==> config.mk <==
export PLATFORM = sky130hd
export DESIGN_NAME = hint_packer
export DESIGN_NICKNAME = d
export VERILOG_FILES = /design/src/rtl/hint_packer_pkg.sv /design/src/rtl/hint_packer_ctrl.sv /design/src/rtl/hint_packer_dpath.sv /design/src/rtl/hint_packer.sv
export SDC_FILE = /design/constraint.sdc
export NUM_CORES = 1
export LEC_CHECK = 0
export BUFFER_PORTS_ARGS = -buffer_cell sky130_fd_sc_hd__clkbuf_2
export CAP_MARGIN = 15
export CORE_AREA = 2 2 128 130
export CTS_CLUSTER_DIAMETER = 40
export DETAILED_ROUTE_END_ITERATION = 6
export DIE_AREA = 0 0 130 132
export PLACE_DENSITY = 0.65
export RECOVER_POWER = 50
export REMOVE_ABC_BUFFERS = 1
export SYNTH_ARGS = -nofsm -noshare
export SYNTH_HDL_FRONTEND = slang
export SYNTH_SLANG_ARGS = --single-unit
export TNS_END_PERCENT = 50
==> constraint.sdc <==
create_clock -name clk -period 1.86 [get_ports clk]
set_input_delay 0.186 -clock clk [delete_from_list [all_inputs] [get_ports clk]]
set_output_delay 0.186 -clock clk [all_outputs]
set_load 0.02 [all_outputs]
==> src/rtl/hint_packer_pkg.sv <==
package hint_packer_pkg;
  localparam int NUM_SRC = 3;
  localparam int ID_W    = 6;
  localparam int TYPE_W  = 2;
  localparam int PC_W    = 32;
  localparam int WARP_W  = 10;
  localparam int DATA_W  = 54;
  localparam int REC_W   = ID_W + TYPE_W + PC_W + WARP_W + DATA_W;
  localparam int TYPE_LSB = PC_W + WARP_W + DATA_W;

  typedef struct packed {
    logic              load;
    logic [TYPE_W-1:0] hintType;
  } ctrl_strobe_t;
endpackage

==> src/rtl/hint_packer_ctrl.sv <==
module hint_packer_ctrl
  import hint_packer_pkg::*;
(
  input  logic               clk,
  input  logic               rstN,
  input  logic [NUM_SRC-1:0] srcValid,
  input  logic [NUM_SRC-1:0] typeEnable,
  input  logic               queueFull,
  output logic [NUM_SRC-1:0] srcReady,
  output logic               hintValid,
  output ctrl_strobe_t       strobe
);
  logic              validQ;
  logic              slotFree;
  logic              found;
  logic [TYPE_W-1:0] winType;
  logic [NUM_SRC-1:0] live;

  assign live     = srcValid & typeEnable;
  assign slotFree = !validQ || !queueFull;

  always_comb begin
    found   = 1'b0;
    winType = '0;
    for (int i = NUM_SRC - 1; i >= 0; i--) begin
      if (live[i]) begin
        found   = 1'b1;
        winType = TYPE_W'(i);
      end
    end
  end

  always_comb begin
    for (int i = 0; i < NUM_SRC; i++) begin
      srcReady[i] = !typeEnable[i] || (found && slotFree && (winType == TYPE_W'(i)));
    end
  end

  assign strobe.load     = found && slotFree;
  assign strobe.hintType = winType;

  always_ff @(posedge clk or negedge rstN) begin
    if (!rstN) validQ <= 1'b0;
    else if (slotFree) validQ <= found;
  end

  assign hintValid = validQ;
endmodule

==> src/rtl/hint_packer_dpath.sv <==
module hint_packer_dpath
  import hint_packer_pkg::*;
(
  input  logic                            clk,
  input  logic                            rstN,
  input  ctrl_strobe_t                    strobe,
  input  logic [NUM_SRC-1:0][DATA_W-1:0]  srcData,
  input  logic [ID_W-1:0]                 unitId,
  input  logic [PC_W-1:0]                 unitPc,
  input  logic [WARP_W-1:0]               warpId,
  output logic [REC_W-1:0]                hintRecord
);
  logic [DATA_W-1:0] selData;
  logic [REC_W-1:0]  recQ;

  always_comb begin
    selData = '0;
    for (int i = 0; i < NUM_SRC; i++) begin
      if (strobe.hintType == TYPE_W'(i)) selData = srcData[i];
    end
  end

  always_ff @(posedge clk or negedge rstN) begin
    if (!rstN) recQ <= '0;
    else if (strobe.load) recQ <= {unitId, strobe.hintType, unitPc, warpId, selData};
  end

  assign hintRecord = recQ;
endmodule

==> src/rtl/hint_packer.sv <==
module hint_packer
  import hint_packer_pkg::*;
(
  input  logic               clk,
  input  logic               rstN,
  input  logic [NUM_SRC-1:0] srcValid,
  output logic [NUM_SRC-1:0] srcReady,
  input  logic [DATA_W-1:0]  icData,
  input  logic [DATA_W-1:0]  ccData,
  input  logic [DATA_W-1:0]  mcData,
  input  logic [NUM_SRC-1:0] typeEnable,
  input  logic [ID_W-1:0]    unitId,
  input  logic [PC_W-1:0]    unitPc,
  input  logic [WARP_W-1:0]  warpId,
  input  logic               queueFull,
  output logic               hintValid,
  output logic [REC_W-1:0]   hintRecord
);
  ctrl_strobe_t strobe;
  logic [NUM_SRC-1:0][DATA_W-1:0] srcData;

  assign srcData = {mcData, ccData, icData};

  hint_packer_ctrl u_ctrl (
    .clk(clk), .rstN(rstN), .srcValid(srcValid), .typeEnable(typeEnable),
    .queueFull(queueFull), .srcReady(srcReady), .hintValid(hintValid), .strobe(strobe)
  );

  hint_packer_dpath u_dpath (
    .clk(clk), .rstN(rstN), .strobe(strobe), .srcData(srcData),
    .unitId(unitId), .unitPc(unitPc), .warpId(warpId), .hintRecord(hintRecord)
  );
endmodule

* Word level (Yosys, flattened, before mapping) *
Cells that the tools add are included.

storage, ports and cells
  flip-flop bits (word level) = 105
  input bits = 219
  logic and storage cells = 28

cells by class
  equal/unequal tests = 2
  multiplexer cells = 9
  bitwise gates (word level) = 1
  reductions and logical operators = 14

operator list
  operator              count
  $mux W54              3
  $mux W2               3
  $logic_not A1 Y1      5
  $logic_and A1 B1 Y1   4
  $logic_or A1 B1 Y1    4
  $and A3 B3 Y3         1
  $mux W1               3
  $eq A2 B1 Y1 const B  1
  $eq A2 B2 Y1 const B  1
  $logic_not A2 Y1      1

* Longest topological paths before layout *
  depth in word-level cells = 8
  mapped depth = 6

* By module *
Synthesis repeated with hierarchy kept, for this count alone.

unflattened totals
  cell total of the unflattened synthesis = 429
  area, all modules = 5,300.1 µm²

modules (own cells, without submodules)
  module             times used  cells each  area each (µm²)
  hint_packer_dpath  1           413         5,185.0
  hint_packer_ctrl   1           16          115.1

* Least setup slack after synthesis *
Ideal clock, no wire load.

  kind = register -> output
  start = register u_ctrl.validQ, in the netlist u_ctrl.hintValid
  end = output port srcReady[1]
  arrival time = 1.444 ns
  data required time = 1.674 ns
  slack = 0.230 ns
  stages on the path, launching flop included = 6
  buffers on the path = 2
  cell sequence = dfrtp_1 nand2_1 nand4_1 clkbuf_1 clkbuf_1 nand2_1

between the ends
  longest elaborated chain between the ends = 5

RTL lines
  element                            RTL line                source
  from (decl)                        hint_packer_ctrl.sv:13  logic validQ;
  from (signal assigned)             hint_packer_ctrl.sv:44  else if (slotFree) validQ <= found;
  $logic_not A1 Y1                   hint_packer_ctrl.sv:20  assign slotFree = !validQ || !queueFull;
  $logic_or A1 B1 Y1                 hint_packer_ctrl.sv:20
  $logic_and A1 B1 Y1 (2 in series)  hint_packer_ctrl.sv:35  srcReady[i] = !typeEnable[i] || (found && slotFree && (winType == TYPE_W'(i)));
  $logic_or A1 B1 Y1                 hint_packer_ctrl.sv:35
  to (decl)                          hint_packer.sv:7        output logic [NUM_SRC-1:0] srcReady,

Every way passes these cells.

* Worst setup path in the final report *
  start = register u_ctrl.validQ, in the netlist u_ctrl.hintValid
  end = output port srcReady[2]

Same word-level chain as after synthesis.

==> impl_metrics.tcl <==
set metrics [dict create \
    design_area_mm2 0.007466 \
    die-area_mm2 0.01716 \
    worst_hold_slack_ns 0.04588 \
    nets 972 \
    syn_area_mm2 0.005238 \
    numCtsBuffers 9 \
    utilization_pct 47.52 \
    wire_per_inst_um 18.43 \
    place.gp.congestion 0.7757 \
    setup_viol 1 \
    drive_above_1_share_pct 45.91 \
    ioPinCount 327 \
    vias_per_cell 5.083 \
    ys_warn_count 0 \
    place_area_mm2 0.007124 \
    core_mm2 0.01571 \
    grt_max_degree 111 \
    antenna_found_initial 0 \
    max_freq_mhz 525.9 \
    first_global_vias 5403 \
    hold_violations 0 \
    first_pass_iters 4 \
    cts_sinks 105 \
    synthMuxAreaShare_pct 10.32 \
    cts_root_buffer "clkbuf_16" \
    setup_slack_ns -0.04141 \
    status "finished, violations left" \
    fin_crit_sh_pct 102.2 \
    htreeDepth 3 \
    p_leak_nw 3.371 \
    insertion_delay_ns 0.36 \
    violations "negative setup slack" \
    tightest_slew_ns 1.362 \
    dp_slack_ns 0.05771 \
    globalRouteOverflowTotal 0 \
    vias 4951 \
    yosysSeqAreaShare_pct 50.17 \
    period_minus_slack_ns 1.901 \
    path_max_fanout 3 \
    syn_area_per_cell_um2 12.01 \
    area_growth_pct 42.55 \
    die_h_um 132 \
    dp_cells 947 \
    worst_hold_path_type "in2reg" \
    endpoint_kind "primary output" \
    detail-route-antenna-nets 0 \
    peakVddDrop_mv 0.5486 \
    maxSlewViolCount 0 \
    synth_compound_area_share_pct 20.02 \
    diodes 0 \
    drc 0 \
    rows 46 \
    clk_pin_slew_ns 0.08 \
    synth-xor-area-share_pct 0 \
    synth_adder_area_share_pct 0 \
    skew_ns 0.01412 \
    cts_tree "done" \
    slew_headroom_pct 9.187 \
    synth_cells 436 \
    initial_core_util_pct 33.33 \
    drt-initial-drc-count 157 \
    required_ns 1.67 \
    nFillCells 1519 \
    worstSetupPathType "reg2out" \
    fp.dieW_um 130 \
    grt_pass1_wl_mm 28.35 \
    rsz0062_at_grt "true" \
    cts_max_path_buffers 2 \
    layoutNonFillerInstCount 974 \
    synth_cell_type_count 19 \
    total_power_mw 7.117 \
    cap_violations 0 \
    final.setup.tns_ns -0.04141 \
    p_per_area_mw_per_mm2 953.3 \
    wl_mm 17.95 \
    setup.worst_path.start_class "flip-flop" \
    dp_hpwl_mm 12.76 \
    io_buffer_count 326 \
    synthSimpleGateAreaFrac_pct 15.46 \
    ys_seq_elements 105 \
    grt_util_all_layers_pct 20.89 \
    synth_top_family_by_area "compound AO/OA/AOI/OAI gates" \
    cp.arrival_ns 1.72 \
]
-- critical path, stage by stage, from the launching register on --
cell      delay [ns]
dfrtp_1         0.39
buf_6           0.12
a222oi_1        0.41
buf_4           0.20
nand2_2         0.05
nand2_2         0.08
buf_8           0.12
-- registers in the layout, summed over array words and instances (netlist names) --
register	flops
u_ctrl.hintValid	1
u_dpath.hintRecord	104
-- layout make-up --
cell class	count	area (um2)	share of cell area (%)
Multi-Input combinational cell	284	2415	32.34
Timing Repair Buffer	353	1858	24.89
Clock inverter	7	70.07	0.9385
Clock buffer	9	225.2	3.017
Sequential cell	105	2628	35.19
Tap cell	216	270.3	3.620
-- synthesized netlist by cell type --
cell type	number	area share [%]
dfrtp_1	105	50
nand3b_1	54	7.7
nand2_1	9	0.64
buf_1	5	0.36
o21bai_1	54	7.7
o2111a_1	54	12
nand2b_1	1	0.12
nor2_1	2	0.14
a222oi_1	2	0.38
nand4_1	1	0.12
mux2_1	20	4.3
clkbuf_1	24	1.7
buf_6	2	0.43
and2_1	2	0.24
or3_1	54	6.4
buf_2	16	1.5
mux2_2	28	6.0
o21ai_0	1	0.095
a21oi_1	2	0.19
-- power by group --
group | switching (mW) | total [mW] | internal (mW)
sequential | 0.223 | 2.93 | 2.71
clock | 0.965 | 1.91 | 0.948
combinational | 1.31 | 2.27 | 0.965
total | 2.50 | 7.12 | 4.62
-- layer usage --
layer | part of all wire [%] | routed length, um | up-vias | track usage, %
li1 | - | - | 2302 | -
met1 | 39 | 7049 | 2395 | 23.60
met2 | 50 | 8993 | 232 | 37.20
met3 | 8.7 | 1569 | 22 | 6.250
met4 | 1.9 | 342 | 0 | 6.930
met5 | 0 | 0 | - | 0
-- cell families after synthesis --
kind of cell | after synthesis
buf+inv | 47
simple gates | 123
mux | 48
flops | 105
compound gates | 113
-- layout by cell type (no fill, tap or decap), types with 7 or more instances in the layout --
cell,instances
o2111a_1,54
o21bai_1,54
clkbuf_1,53
mux2_2,28
or3_1,54
buf_4,18
dfrtp_1,105
nand2_1,7
mux2_1,20
nand3b_1,54
clkbuf_16,9
clkbuf_2,270
-- worst paths after layout --
path                                                     from                                  to  slack (ns)  cells past startpoint
min                                                 warpId[8]  u_dpath.hintRecord[62]$_DFFE_PN0N_        0.05                      2
max in group asynchronous                                rstN  u_dpath.hintRecord[39]$_DFFE_PN0N_        0.20                      3
min in group asynchronous                                rstN  u_dpath.hintRecord[71]$_DFFE_PN0N_        0.80                      3
max reg2reg                      u_ctrl.hintValid$_DFFE_PN0N_  u_dpath.hintRecord[29]$_DFFE_PN0N_        0.09                      7
min reg2reg                u_dpath.hintRecord[72]$_DFFE_PN0N_  u_dpath.hintRecord[72]$_DFFE_PN0N_        0.49                      1
max                              u_ctrl.hintValid$_DFFE_PN0N_                         srcReady[2]       -0.04                      6
-- repair_timing --
action,in CTS,in global routing
endpoints found under the setup margin,2,46
hold endpoints to repair,105,0
pin swaps,3,3
gates cloned,2,0
buffers inserted,5,4
hold buffers,1,0
gates resized for setup,2,10
No activity file was read; power rests on OpenSTA's default activity.
